$ cat src/rtl/mpd_pkg.sv
package mpd_pkg;

  typedef enum logic [1:0] {
    MODE_SINGLE = 2'd0,
    MODE_DUAL   = 2'd1,
    MODE_MULTI  = 2'd2
  } ph_mode_e;

  function automatic ph_mode_e mode_of_count(input int unsigned n);
    if (n <= 1)      return MODE_SINGLE;
    else if (n == 2) return MODE_DUAL;
    else             return MODE_MULTI;
  endfunction

endpackage

$ cat src/rtl/mpd_mask_gen.sv
module mpd_mask_gen #(
  parameter int NUM_PH      = 3,
  parameter int SLEEP_IDX   = 1,
  parameter int LOWLOAD_IDX = 2
) (
  input  logic              lowload_n,
  input  logic              deep_sleep,
  input  logic [NUM_PH-1:0] strap_off,
  output logic [NUM_PH-1:0] live_mask
);

  for (genvar g = 0; g < NUM_PH; g++) begin : g_bit
    if (g == 0) begin : g_base
      // the first phase can never be removed
      assign live_mask[g] = 1'b1;
    end else begin : g_shed
      localparam bit SHED_SLEEP = (g == SLEEP_IDX);
      localparam bit SHED_LIGHT = (g == LOWLOAD_IDX);
      logic dyn_off;
      assign dyn_off = (SHED_SLEEP && deep_sleep) || (SHED_LIGHT && !lowload_n);
      assign live_mask[g] = !strap_off[g] && !dyn_off;
    end
  end

endmodule

$ cat src/rtl/mpd_rotator.sv
module mpd_rotator
  import mpd_pkg::*;
#(
  parameter int NUM_PH = 3
) (
  input  logic              clk,
  input  logic              rst,
  input  logic              pulse,
  input  logic [NUM_PH-1:0] live_mask,
  output logic [NUM_PH-1:0] fire_nxt,
  output logic [NUM_PH-1:0] en_nxt,
  output logic [NUM_PH-1:0] clk_q,
  output ph_mode_e          mode_q
);

  localparam int PW = (NUM_PH > 1) ? $clog2(NUM_PH) : 1;

  logic [PW-1:0]     ptr_q;
  logic [PW-1:0]     tgt;
  logic [PW-1:0]     ptr_nxt;
  logic [NUM_PH-1:0] act_q;
  logic              found;
  int unsigned       idx;

  always_comb begin
    tgt = ptr_q;
    if (!live_mask[ptr_q]) tgt = '0;
    fire_nxt = '0;
    if (pulse) fire_nxt[tgt] = 1'b1;
    ptr_nxt = '0;
    found   = 1'b0;
    idx     = 0;
    for (int k = 1; k <= NUM_PH; k++) begin
      idx = (int'(tgt) + k) % NUM_PH;
      if (!found && live_mask[idx]) begin
        ptr_nxt = PW'(idx);
        found   = 1'b1;
      end
    end
    en_nxt = pulse ? live_mask : act_q;
  end

  always_ff @(posedge clk) begin
    if (rst) begin
      ptr_q  <= '0;
      act_q  <= {{(NUM_PH-1){1'b0}}, 1'b1};
      clk_q  <= '0;
      mode_q <= MODE_SINGLE;
    end else begin
      clk_q <= fire_nxt;
      if (pulse) begin
        ptr_q  <= ptr_nxt;
        act_q  <= live_mask;
        mode_q <= mode_of_count($countones(live_mask));
      end
    end
  end

endmodule

$ cat src/rtl/mpd_pwm_latch.sv
module mpd_pwm_latch (
  input  logic clk,
  input  logic rst,
  input  logic en,
  input  logic set,
  input  logic off_cmp,
  output logic pwm_q
);

  always_ff @(posedge clk) begin
    if (rst)          pwm_q <= 1'b0;
    else if (!en)     pwm_q <= 1'b0;
    else if (set)     pwm_q <= 1'b1;
    else if (off_cmp) pwm_q <= 1'b0;
  end

endmodule

$ cat src/rtl/mphase_clk_dist.sv
module mphase_clk_dist
  import mpd_pkg::*;
#(
  parameter int NUM_PH      = 3,
  parameter int SLEEP_IDX   = 1,
  parameter int LOWLOAD_IDX = 2
) (
  input  logic              clk,
  input  logic              rst,
  input  logic              mclk_pulse,
  input  logic              lowload_n,
  input  logic              deep_sleep,
  input  logic [NUM_PH-1:0] strap_off,
  input  logic [NUM_PH-1:0] ph_off_cmp,
  output logic [NUM_PH-1:0] ph_clk,
  output logic [NUM_PH-1:0] ph_pwm,
  output logic              fb_sw
);

  logic [NUM_PH-1:0] live_mask;
  logic [NUM_PH-1:0] fire_nxt;
  logic [NUM_PH-1:0] en_nxt;
  ph_mode_e          mode_q;

  mpd_mask_gen #(
    .NUM_PH(NUM_PH), .SLEEP_IDX(SLEEP_IDX), .LOWLOAD_IDX(LOWLOAD_IDX)
  ) i_mask (
    .lowload_n (lowload_n),
    .deep_sleep(deep_sleep),
    .strap_off (strap_off),
    .live_mask (live_mask)
  );

  mpd_rotator #(.NUM_PH(NUM_PH)) i_rot (
    .clk      (clk),
    .rst      (rst),
    .pulse    (mclk_pulse),
    .live_mask(live_mask),
    .fire_nxt (fire_nxt),
    .en_nxt   (en_nxt),
    .clk_q    (ph_clk),
    .mode_q   (mode_q)
  );

  for (genvar g = 0; g < NUM_PH; g++) begin : g_ph
    mpd_pwm_latch i_latch (
      .clk    (clk),
      .rst    (rst),
      .en     (en_nxt[g]),
      .set    (fire_nxt[g]),
      .off_cmp(ph_off_cmp[g]),
      .pwm_q  (ph_pwm[g])
    );
  end

  assign fb_sw = (mode_q == MODE_DUAL);

endmodule

$ cat config.mk
export PLATFORM = sky130hd
export DESIGN_NAME = mphase_clk_dist
export DESIGN_NICKNAME = d
export VERILOG_FILES = /design/src/rtl/mpd_pkg.sv /design/src/rtl/mpd_mask_gen.sv /design/src/rtl/mpd_rotator.sv /design/src/rtl/mpd_pwm_latch.sv /design/src/rtl/mphase_clk_dist.sv
export SDC_FILE = /design/constraint.sdc
export NUM_CORES = 1
export LEC_CHECK = 0
export ABC_CLOCK_PERIOD_IN_PS = 3700
export BUFFER_PORTS_ARGS = -buffer_cell sky130_fd_sc_hd__buf_2
export CAP_MARGIN = 10
export CORE_MARGIN = 2
export CORE_UTILIZATION = 50
export CTS_CLUSTER_DIAMETER = 30
export DETAILED_ROUTE_END_ITERATION = 10
export PLACE_DENSITY = 0.75
export SYNTH_ARGS = -nofsm -noshare
export SYNTH_HDL_FRONTEND = slang
export SYNTH_HIERARCHICAL = 1
export SYNTH_SLANG_ARGS = --single-unit
$ cat constraint.sdc
create_clock -name clk -period 3.7 [get_ports clk]
set_input_delay 0.37 -clock clk [delete_from_list [all_inputs] [get_ports clk]]
set_output_delay 0.37 -clock clk [all_outputs]
set_load 0.05 [all_outputs]
==> impl_results.md, run 1 <==
* Status: completed
* Clock transition at path regs at 0.07 ns
* Effective utilization at floorplan at 0.537
* Most area-consuming cells after synthesis: dfxtp_1 (32%), ha_1 (7.7%), and2_1 (6.2%), mux2i_1 (5.0%), inv_1 (4.2%)
* Hold buffer count at CTS at 0
* F_max at 448 MHz
* Site Rows at 14
* Top cell type's share of synthesized area at 0.322
* Antenna violations before repair at 0
* Reported leakage power at 0.444 nW
* Clock period minus worst slack at 2.23 ns
* Chip Height at 44.2 µm
* Post-DP HPWL at 1110 µm
* Final clock skew at 0.000827 ns
* Final estimated routing congestion in global placement at 0.750
* Fraction of met2 tracks used by global routing at 0.300
* Post-cts repair resize count at 0
* Syn avg cell area at 9.08 µm²
* Source-to-sink clock delay at the later pin of the worst-skew pair at 0.27 ns
* Maximum root-to-sink buffer count at 2
* Filler instances at 139
* I/O pin total at 18
* Warning count from the yosys run at 6
* Number of pins exceeding their max-slew limit in the final report at 0
* Share of total power in sequential cells at 0.526
* Total clock buffers created by CTS at 3
* Residual DRC count at 0
* Syn-to-layout area delta at 10.5%
* PD cells at 314 nW/µm²
* Final Hold Vio Count at 0
* Iteration-0 DRC Markers at 9
* Wire length of the first global-routing pass at 2410 µm
* Final critical-path share of the clock period at 0.604
* Cell with the most instances after synthesis: dfxtp_1
* Number of cells on the worst reg-to-reg path at 8
* Synthesized netlist net count at 106
* Switching power share of the total at 0.259
* Maximum Capacitance Violations at 0
* Share of cells above drive strength 1 at 0.238
* Cell count after placement at 117
* Final global-route overflow total at 0
* Area of the mapped netlist at 808 µm²
* Clock tree from TritonCTS: built
* CP max FO at 6
* Total of endpoints with negative setup slack in the final report at 0
* Diode insertion count for antenna repair at 0
* Cell-internal power at 208 µW
* Area taken by multi-input logic gates at 473 µm²
* Gate count of the mapped netlist at 89
* EDFF count, synth at 0
* Category of the worst setup path launch point: primary input
* Core Footprint at 1510 µm²
* Synth Register Bits at 13
* Post-CTS Setup Bufs at 0
* Clk sinks at 13
* Type of the worst setup path: in -> reg
* Wire length reported by the detailed router at 1430 µm
* Req. time, crit path at 3.86 ns
* Series of cell instances along the critical path: buf_2, nor2_1, nand2_1, nor2_1, inv_1, ha_1, nor2b_1, o21ai_0, a31oi_1, o41ai_1
* Combinational fraction of design power at 0.181
* Met1 track demand over resource at 0.206
* Switching power at 72.6 µW
* Max VDD drop at 0.000261 V
* Routed wire length per instance at 11.8 µm
* Critical-path top delay cell: nor2_1
* Total GRT Usage at 0.171
* PortBufs at 16
* Min-delay worst type: in -> reg
* Type of destination of the critical path: register
* Footprint of the flip-flops and latches at 260 µm²
* Sequential-to-total area share from yosys stat at 0.322
* Largest net degree at the start of global routing at 11
* Ranking of synthesized cells by instance count: dfxtp_1 (13), inv_1 (9), and2_1 (8), nor2_1 (8)
* Unique masters post-synth at 29
* Vias/cell at 5.33
* Vias in the first global route at 596
* Post-synth ARST share at 0
* Unrepaired setup endpoints after global routing: false
* Total number of vias at 645
* Biggest cell delay along the critical path at 0.38 ns
* Number of nets in the final layout at 123
* Root Driver: clkbuf_4
* Cell repeated most along the worst path: nor2_1
* Die footprint at 1950 µm²
* Max H-tree Level at 1
* GR peak layer: met2
* Largest area contributor in the netlist: dfxtp_1
* Met3 Track Usage GR at 0.0612
* Most used flip-flop cell after synthesis: dfxtp_1
* Layout Cells excl Fill at 121
* Horizontal extent of the die at 44.2 µm
* Clock network fraction of design power at 0.294
* Iteration count of the initial detailed-routing pass at 4
* Number of nets with antenna violations after routing at 0
* Worst endpoint data arrival time at 2.40 ns
* Setup total negative slack at 0 ns
* Worst hold path depth at 2
power groups by stage:
| stage | sequential [mW] | clock (mW) | combinational (mW) |
|---|---|---|---|
| after floorplan | 0.156 | 0 | 0.0335 |
| after global placement | 0.150 | 0 | 0.0487 |
| after detailed placement | 0.151 | 0 | 0.0503 |
| after CTS | 0.147 | 0.0853 | 0.0503 |
| after global routing | 0.148 | 0.0936 | 0.0565 |
| final | 0.147 | 0.0823 | 0.0506 |
flip-flops by register name, summed over array words and instances (netlist names):
register            count
g_ph.i_latch/pwm_q      3
i_rot/mode_q            2
i_rot/act_q             3
i_rot/clk_q             3
i_rot/ptr_q             2
metrics by stage:
stage | hold WS, ns | total power [mW] | util | area [µm²] | worst slack (ns)
5_1_grt | 0.377 | 0.298 | 0.593 | 893 | 1.27
3_5_place_dp | 0.492 | 0.201 | 0.576 | 867 | 1.18
3_3_place_gp | 0.452 | 0.199 | 0.576 | 867 | 1.27
2_1_floorplan | 0.434 | 0.189 | - | 808 | 1.67
6_report | 0.376 | 0.280 | 0.593 | 893 | 1.47
4_1_cts | 0.368 | 0.283 | 0.593 | 893 | 1.46
worst max-delay path, delay by kind of cell:
family	cells	cell delay, ns
buffers and inverters	2	0.18
AOI/OAI and AO/OA	3	0.64
and+or+nand+nor	4	0.85
adders and majority gates	1	0.34
final cells by class:
class | instances | share of cell area
clock buffer | 4 | 0.0294
inverter | 9 | 0.0378
multi-input combinational | 63 | 0.529
sequential | 13 | 0.291
tap | 16 | 0.0224
timing repair buffer | 16 | 0.0896
per-layer routing:
| layer | share of wire | vias up | wire length [µm] |
|---|---|---|---|
| met4 | 0.0070 | 0 | 10 |
| met2 | 0.49 | 18 | 701 |
| met3 | 0.055 | 2 | 79 |
| met1 | 0.45 | 298 | 636 |
| met5 | 0 | - | 0 |
| li1 | - | 327 | - |
cells by family (layout without fill, tap and decap cells):
logic type	count (synthesis)	in the layout	share of synthesized area
flip-flops	13	13	0.322
multiplexers	7	7	0.0913
buffers and inverters	13	29	0.0929
AO/OA/AOI/OAI	14	14	0.135
adder cells (fa/ha/maj)	6	6	0.102
other	1	1	0.00464
AND/OR/NAND/NOR	35	35	0.252
final timing paths:
path,endpoint,start,slack (ns)
setup / recovery,i_rot/ptr_q[0],deep_sleep,1.47
hold / removal,i_rot/ptr_q[1],rst,0.38
setup reg to reg,i_rot/ptr_q[0],i_rot/ptr_q[0],1.76
hold reg to reg,i_rot/mode_q[0],i_rot/mode_q[0],0.49
cells in the final DEF, fill, tap and decap left out, types with 2 or more instances in the layout:
cell type  count
buf_2         16
dfxtp_1       13
inv_1          9
nor2_1         8
and2_1         8
nor2b_1        5
nand2_1        5
ha_1           5
mux2i_1        4
clkbuf_4       3
o211a_1        3
mux2_2         3
nor2b_4        2
nand3b_1       2
a21oi_1        2
a31oi_1        2
nand3_1        2
Power figures use the tool's default switching activity.
==> inputs of run 2 (changes only) <==
--- a/config.mk
+++ b/config.mk
@@ -5,7 +5,7 @@
 export SDC_FILE = /design/constraint.sdc
 export NUM_CORES = 1
 export LEC_CHECK = 0
-export ABC_CLOCK_PERIOD_IN_PS = 3700
+export ABC_CLOCK_PERIOD_IN_PS = 2250
 export BUFFER_PORTS_ARGS = -buffer_cell sky130_fd_sc_hd__buf_2
 export CAP_MARGIN = 10
 export CORE_MARGIN = 2
==> constraint.sdc (replaced) <==
create_clock -name clk -period 2.25 [get_ports clk]
set_input_delay 0.225 -clock clk [delete_from_list [all_inputs] [get_ports clk]]
set_output_delay 0.225 -clock clk [all_outputs]
set_load 0.05 [all_outputs]
==> run 2 against run 1 <==
Against the previous run: utilization is 0.50 points higher; highest routed layer is now met3; register-to-register slack lost 1.4 ns; non-clock buffer count is 1 higher; routed wire length is 0.63% higher; critical path type is now reg -> reg; global-route usage shrank 0.69 points.
==> impl_results.md, run 2 (synthesis gave the netlist of run 1 again) <==
* Worst endpoint data arrival time at 2.04 ns (was 2.40 ns)
* Wire length of the first global-routing pass at 2330 µm (was 2410 µm)
* Antenna violations before repair at 0 (unchanged)
* Routed wire length per instance at 11.8 µm (about the same)
* Max VDD drop at 0.000433 V (was 0.000261 V)
* Die footprint at 1950 µm² (unchanged)
* Maximum root-to-sink buffer count at 2 (unchanged)
* Hold buffer count at CTS at 0 (unchanged)
* Diode insertion count for antenna repair at 0 (unchanged)
* Share of cells above drive strength 1 at 0.245 (was 0.238)
* CP max FO at 6 (unchanged)
* Top flop regs: g_ph.i_latch/pwm_q (3), i_rot/act_q (3), i_rot/clk_q (3) (unchanged)
* Post-DP HPWL at 1090 µm (was 1110 µm)
* Final clock skew at 0.00139 ns (was 0.000827 ns)
* Number of pins exceeding their max-slew limit in the final report at 0 (unchanged)
* Total number of vias at 646 (was 645)
* Maximum Capacitance Violations at 0 (unchanged)
* F_max at 537 MHz
* Root Driver: clkbuf_4 (unchanged)
* Clock tree from TritonCTS: built (unchanged)
* Total clock buffers created by CTS at 3 (unchanged)
* Switching power at 126 µW (was 72.6 µW)
* Min-delay worst type: in -> reg (unchanged)
* Biggest cell delay along the critical path at 0.36 ns (was 0.38 ns)
* Final critical-path share of the clock period at 0.827
* Final standard cell utilization of the core at 0.598 (was 0.593)
* Vias/cell at 5.30 (was 5.33)
* Setup total negative slack at 0 ns (unchanged)
* PortBufs at 16 (unchanged)
* Total GRT Usage at 0.164 (was 0.171)
* Max H-tree Level at 1 (unchanged)
* Combinational fraction of design power at 0.179 (was 0.181)
* Residual DRC count at 0 (unchanged)
* Req. time, crit path at 2.43 ns (was 3.86 ns)
* Type of the worst setup path: reg -> reg (was in -> reg)
* Wire length reported by the detailed router at 1440 µm (was 1430 µm)
* Iteration count of the initial detailed-routing pass at 4 (unchanged)
* Cell-internal power at 343 µW (was 208 µW)
* Post-cts repair resize count at 0 (unchanged)
* Number of nets with antenna violations after routing at 0 (unchanged)
* Post-CTS Setup Bufs at 0 (unchanged)
* Largest net degree at the start of global routing at 11 (unchanged)
* Site Rows at 14 (unchanged)
* Type of destination of the critical path: register (unchanged)
* Final WS setup at 0.388 ns (was 1.47 ns)
* Top delay family on crit path: compound AO/OA/AOI/OAI gates (was simple AND/OR/NAND/NOR gates)
* Share of total power in sequential cells at 0.516 (was 0.526)
* Effective utilization at floorplan at 0.537 (unchanged)
* Worst setup slack after placement at 0.253 ns (was 1.18 ns)
* Clock network fraction of design power at 0.304 (was 0.294)
* Unrepaired setup endpoints after global routing: false (unchanged)
* Syn-to-layout area delta at 11.5% (was 10.5%)
* PD cells at 521 nW/µm² (was 314 nW/µm²)
* Reported leakage power at 0.449 nW (was 0.444 nW)
* Chip Height at 44.2 µm (unchanged)
* Critical-path top delay cell: dfxtp_1 (was nor2_1)
* Most common cell after layout, fill and taps aside: buf_2 (unchanged)
* Final global-route overflow total at 0 (unchanged)
* I/O pin total at 18 (unchanged)
* Vias in the first global route at 541 (was 596)
* Source-to-sink clock delay at the later pin of the worst-skew pair at 0.27 ns (about the same)
* Clock period minus worst slack at 1.86 ns
* Status: completed (unchanged)
* Clock transition at path regs at 0.08 ns (was 0.07 ns)
* Commonest cells after routing, fill and taps aside: buf_2 (16), dfxtp_1 (13), inv_1 (9), nor2_1 (8), and2_1 (8) (unchanged)
* Category of the worst setup path launch point: register (was primary input)
* Final estimated routing congestion in global placement at 0.784 (was 0.750)
* Iteration-0 DRC Markers at 7 (was 9)
* Switching power share of the total at 0.270 (was 0.259)
* Clk sinks at 13 (unchanged)
* Number of nets in the final layout at 124 (was 123)
* Count of buffer and inverter cells on the critical path at 1 (was 2)
* Core Footprint at 1510 µm² (unchanged)
* Total of endpoints with negative setup slack in the final report at 0 (unchanged)
* Final Hold Vio Count at 0 (unchanged)
* Series of cell instances along the critical path: nand2_1, nor2_1, inv_1, ha_1, nor2b_1, o21ai_0, a31oi_1, o41ai_1 (was buf_2, nor2_1, nand2_1, nor2_1, inv_1, ha_1, nor2b_1, o21ai_0, a31oi_1, o41ai_1)
* Horizontal extent of the die at 44.2 µm (unchanged)
[run 2: power by group through the flow]
stage	Sequential (mW)	Clock, mW	Combinational (mW)
2_1_floorplan	0.256	0	0.0551
3_3_place_gp	0.247	0	0.0814
3_5_place_dp	0.248	0	0.0834
4_1_cts	0.242	0.147	0.0837
5_1_grt	0.243	0.156	0.0920
6_report	0.242	0.143	0.0841
[run 2: final timing paths]
path | startpoint | to | slack (ns) | cells after the start
min | rst | i_rot/ptr_q[1] | 0.22 | 2
max | i_rot/ptr_q[0] | i_rot/ptr_q[0] | 0.39 | 8
min reg2reg | i_rot/mode_q[0] | i_rot/mode_q[0] | 0.48 | 2
max reg2reg | i_rot/ptr_q[0] | i_rot/ptr_q[0] | 0.39 | 8
[run 2: metal layers]
metal / vias to the layer above / global-route usage / share of wire / routed length, µm
li1: 330 / - / - / -
met1: 303 / 0.206 / 0.45 / 649
met2: 13 / 0.268 / 0.50 / 717
met3: 0 / 0.0612 / 0.049 / 70
met4: 0 / 0.0364 / 0 / 0
met5: - / 0 / 0 / 0
[run 2: through the flow]
step           total power [mW]  hold slack [ns]  area, µm²  std cells
2_1_floorplan             0.311            0.290        808         89
3_3_place_gp              0.329            0.452        875        118
3_5_place_dp              0.331            0.471        875        118
4_1_cts                   0.473            0.222        901        122
5_1_grt                   0.491            0.223        901        122
6_report                  0.469            0.221        901        122
[run 2: cell type report]
cell class | instances | area [µm²]
clock buffer | 4 | 26.3
inverter | 9 | 33.8
timing repair buffer | 17 | 87.6
fill | 147 | 606
multi-input combinational | 63 | 473
sequential | 13 | 260
tap | 16 | 20.0
==> inputs of run 3 (changes only) <==
--- a/config.mk
+++ b/config.mk
@@ -5,14 +5,15 @@
 export SDC_FILE = /design/constraint.sdc
 export NUM_CORES = 1
 export LEC_CHECK = 0
-export ABC_CLOCK_PERIOD_IN_PS = 2250
+export ABC_AREA = 1
+export ABC_CLOCK_PERIOD_IN_PS = 1590
 export BUFFER_PORTS_ARGS = -buffer_cell sky130_fd_sc_hd__buf_2
 export CAP_MARGIN = 10
 export CORE_MARGIN = 2
-export CORE_UTILIZATION = 50
+export CORE_UTILIZATION = 47
 export CTS_CLUSTER_DIAMETER = 30
 export DETAILED_ROUTE_END_ITERATION = 10
-export PLACE_DENSITY = 0.75
+export PLACE_DENSITY = 0.73
 export SYNTH_ARGS = -nofsm -noshare
 export SYNTH_HDL_FRONTEND = slang
 export SYNTH_HIERARCHICAL = 1
==> constraint.sdc (replaced) <==
create_clock -name clk -period 1.59 [get_ports clk]
set_input_delay 0.159 -clock clk [delete_from_list [all_inputs] [get_ports clk]]
set_output_delay 0.159 -clock clk [all_outputs]
set_load 0.05 [all_outputs]
==> run 3 against run 2 <==
Against the previous run: the flow now finishes with violations (setup timing); worst setup slack got worse by 0.48 ns; die area increased by 7.6%; power increased by 56%; sequential cell count unchanged; critical endpoint unchanged; largest cell class unchanged.
==> impl_results.md, run 3 <==
* Status: finished, violations left (was completed)
* Violated checks: setup timing
* Final clock skew at 0.00452 ns (was 0.00139 ns)
* Site Rows at 15 (was 14)
* Core Footprint at 1690 µm² (was 1510 µm²)
* Number of cells on the worst reg-to-reg path at 12 (was 8)
* Clk sinks at 13 (unchanged)
* Unrepaired setup endpoints after global routing: true (was false)
* Maximum root-to-sink buffer count at 2 (unchanged)
* Final estimated routing congestion in global placement at 0.932 (was 0.784)
* Type of the worst setup path: reg -> reg (unchanged)
* CP max FO at 4 (was 6)
* Area taken by multi-input logic gates at 561 µm² (was 473 µm²)
* Ranking of synthesized cells by instance count: nand2_1 (31), inv_1 (24), dfxtp_1 (13), nand3_1 (13), nor2_1 (9) (was dfxtp_1 (13), inv_1 (9), and2_1 (8), nor2_1 (8))
* Residual DRC count at 0 (unchanged)
* Req. time, crit path at 1.79 ns (was 2.43 ns)
* Antenna violations before repair at 0 (unchanged)
* Diode insertion count for antenna repair at 0 (unchanged)
* Vias/cell at 4.95 (was 5.30)
* Total GRT Usage at 0.209 (was 0.164)
* Clock transition at path regs at 0.08 ns (about the same)
* PD cells at 635 nW/µm² (was 521 nW/µm²)
* EDFF count, synth at 0 (unchanged)
* Worst hold path depth at 4 (was 2)
* Syn avg cell area at 6.64 µm² (was 9.08 µm²)
* Max H-tree Level at 1 (unchanged)
* Die footprint at 2100 µm² (was 1950 µm²)
* Minimum setup slack among reg-to-reg paths at -0.1 ns (was 0.39 ns)
* Final global-route overflow total at 0 (unchanged)
* Sequential-to-total area share from yosys stat at 0.316 (was 0.322)
* Combinational fraction of design power at 0.260 (was 0.179)
* Most area-consuming cells after synthesis: dfxtp_1 (32%), nand2_1 (14%), inv_1 (11%), nand3_1 (7.9%), ha_1 (7.6%) (was dfxtp_1 (32%), ha_1 (7.7%), and2_1 (6.2%), mux2i_1 (5.0%), inv_1 (4.2%))
* Wire length of the first global-routing pass at 3180 µm (was 2330 µm)
* Final WS setup at -0.0963 ns (was 0.388 ns)
* Reported leakage power at 0.597 nW (was 0.449 nW)
* Warning count from the yosys run at 6 (unchanged)
* Syn-to-layout area delta at 40.0% (was 11.5%)
* Filler instances at 145 (was 147)
* Clock network fraction of design power at 0.266 (was 0.304)
* Clock period minus worst slack at 1.69 ns (was 1.86 ns)
* Series of cell instances along the critical path: inv_2, nor3_4, inv_2, ha_4, inv_2, nand2_2, nand3_2, nand2_4, nand3_2, nand3_2, nand3_2, a21oi_2 (was nand2_1, nor2_1, inv_1, ha_1, nor2b_1, o21ai_0, a31oi_1, o41ai_1)
* Source-to-sink clock delay at the later pin of the worst-skew pair at 0.26 ns (was 0.27 ns)
* Chip Height at 45.9 µm (was 44.2 µm)
* Maximum Capacitance Violations at 0 (unchanged)
* Iteration-0 DRC Markers at 13 (was 7)
* Switching power at 224 µW (was 126 µW)
* Wire length reported by the detailed router at 1960 µm (was 1440 µm)
* Number of nets in the final layout at 172 (was 124)
* Worst endpoint data arrival time at 1.89 ns (was 2.04 ns)
* Worst setup slack after placement at -0.179 ns (was 0.253 ns)
* Number of nets with antenna violations after routing at 0 (unchanged)
* Top delay family on crit path: simple AND/OR/NAND/NOR gates (was compound AO/OA/AOI/OAI gates)
* Vias in the first global route at 781 (was 541)
* Final Hold Vio Count at 0 (unchanged)
* Footprint of the flip-flops and latches at 265 µm² (was 260 µm²)
* Total number of vias at 846 (was 646)
* Max VDD drop at 0.000265 V (was 0.000433 V)
* Layout Cells excl Fill at 171 (was 122)
* Cell count after placement at 164 (was 118)
* Routed wire length per instance at 11.4 µm (was 11.8 µm)
* Post-synth ARST share at 0 (unchanged)
* Unique masters post-synth at 22 (was 29)
* Hold buffer count at CTS at 0 (unchanged)
* Category of the worst setup path launch point: register (unchanged)
* Total of endpoints with negative setup slack in the final report at 2 (was 0)
* Startpoint of the tightest hold check path: ph_off_cmp[0] (was rst)
* Effective utilization at floorplan at 0.487 (was 0.537)
* Largest net degree at the start of global routing at 13 (was 11)
* Biggest cell delay along the critical path at 0.33 ns (was 0.36 ns)
* PortBufs at 16 (unchanged)
* Iteration count of the initial detailed-routing pass at 4 (unchanged)
* Most used flip-flop cell after synthesis: dfxtp_1 (unchanged)
* Synth Register Bits at 13 (unchanged)
* Share of cells above drive strength 1 at 0.455 (was 0.245)
* Cell-internal power at 509 µW (was 343 µW)
* Worst hold path endpoint: g_ph[0].i_latch/pwm_q (was i_rot/ptr_q[1])
* Area of the mapped netlist at 823 µm² (was 808 µm²)
* Total clock buffers created by CTS at 3 (unchanged)
* Synthesized netlist net count at 141 (was 106)
* Share of total power in sequential cells at 0.474 (was 0.516)
* Clock tree from TritonCTS: built (unchanged)
* Critical-path top delay cell: dfxtp_2 (was dfxtp_1)
* Reg2reg end: i_rot/ptr_q[0] (unchanged)
* Root Driver: clkbuf_4 (unchanged)
* Gate count of the mapped netlist at 124 (was 89)
* Startpoint of the most critical register-to-register path: i_rot/ptr_q[1] (was i_rot/ptr_q[0])
* Switching power share of the total at 0.305 (was 0.270)
* Overall power consumption at 732 µW (was 469 µW)
* Most common cell after layout, fill and taps aside: nand2_1 (was buf_2)
* Top flop regs: g_ph.i_latch/pwm_q (3), i_rot/act_q (3), i_rot/clk_q (3) (unchanged)
* Min-delay worst type: in -> reg (unchanged)
* F_max at 593 MHz (was 537 MHz)
* Top cell type's share of synthesized area at 0.316 (was 0.322)
* Setup total negative slack at -0.183 ns (was 0 ns)
* I/O pin total at 18 (unchanged)
* Final critical-path share of the clock period at 1.06 (was 0.827)
* Largest area contributor in the netlist: dfxtp_1 (unchanged)
* Cell with the most instances after synthesis: nand2_1 (was dfxtp_1)
* Type of destination of the critical path: register (unchanged)
* Post-DP HPWL at 1430 µm (was 1090 µm)
* Commonest cells after routing, fill and taps aside: nand2_1 (27), inv_1 (18), buf_2 (16), buf_4 (13), dfxtp_1 (11) (was buf_2 (16), dfxtp_1 (13), inv_1 (9), nor2_1 (8), and2_1 (8))
* Count of buffer and inverter cells on the critical path at 3 (was 1)
* Cell repeated most along the worst path: nand3_2
* Horizontal extent of the die at 45.9 µm (was 44.2 µm)
* Number of pins exceeding their max-slew limit in the final report at 0 (unchanged)
## run 3: worst max-delay path by stage
stage                        start        endpoint  depth (start not counted)  slack, ns
detailed placement    strap_off[2]  i_rot/ptr_q[0]                         14      -0.18
floorplan                lowload_n  i_rot/ptr_q[0]                         13     -0.002
finish              i_rot/ptr_q[1]  i_rot/ptr_q[0]                         12       -0.1
global route        i_rot/ptr_q[1]  i_rot/ptr_q[1]                         12      -0.22
CTS                 i_rot/ptr_q[0]  i_rot/ptr_q[0]                         10      -0.06
global placement      strap_off[2]  i_rot/ptr_q[0]                         14      -0.11
## run 3: metal layers
metal | GRT usage | wire length (µm)
met1 | 0.227 | 815
met2 | 0.386 | 1070
met3 | 0.0437 | 50
met4 | 0.0800 | 16
met5 | 0 | 0
## run 3: per-stage QoR
stage,area (µm²),hold WS (ns),utilization
after CTS,1120,0.139,0.664
after global placement,1020,0.414,0.606
final,1150,0.140,0.682
after detailed placement,1020,0.419,0.606
after global routing,1150,0.137,0.682
after floorplan,870,0.312,-
## run 3: cells by family (layout without fill, tap and decap cells)
| logic type | after synthesis | in the layout | share of synthesized area |
|---|---|---|---|
| flip-flops | 13 | 13 | 0.316 |
| AO/OA/AOI/OAI | 14 | 14 | 0.106 |
| buffers and inverters | 30 | 60 | 0.150 |
| other | 1 | 1 | 0.00455 |
| adder cells (fa/ha/maj) | 6 | 6 | 0.100 |
| AND/OR/NAND/NOR | 60 | 60 | 0.322 |
## run 3: worst reg2reg max path, delay by kind of cell, from the launching register on
family                     cells  cell delay, ns
AOI/OAI and AO/OA              1            0.13
adders and majority gates      1            0.30
buffers and inverters          3            0.19
DFF                            1            0.33
and+or+nand+nor                7            0.67
## run 3: cell type report
| cell class | instances | area share |
|---|---|---|
| Clock buffer | 4 | 0.0228 |
| Sequential cell | 13 | 0.230 |
| Timing Repair Buffer | 29 | 0.154 |
| Tap cell | 17 | 0.0185 |
| Multi-Input combinational cell | 81 | 0.486 |
| Inverter | 27 | 0.0879 |
## run 3: power by group through the flow
stage	combinational (mW)	sequential (mW)	clock, mW
2_1_floorplan	0.105	0.365	0
3_3_place_gp	0.157	0.353	0
3_5_place_dp	0.163	0.354	0
4_1_cts	0.178	0.347	0.199
5_1_grt	0.210	0.348	0.220
6_report	0.190	0.347	0.195
## run 3: what timing repair did
item / 4_1_cts / 5_1_grt
buffers inserted: 4 / 2
gates resized for setup: 12 / 12
endpoints found under the setup margin: 2 / 3
pin swaps: 6 / 8
cloned: 0 / 0
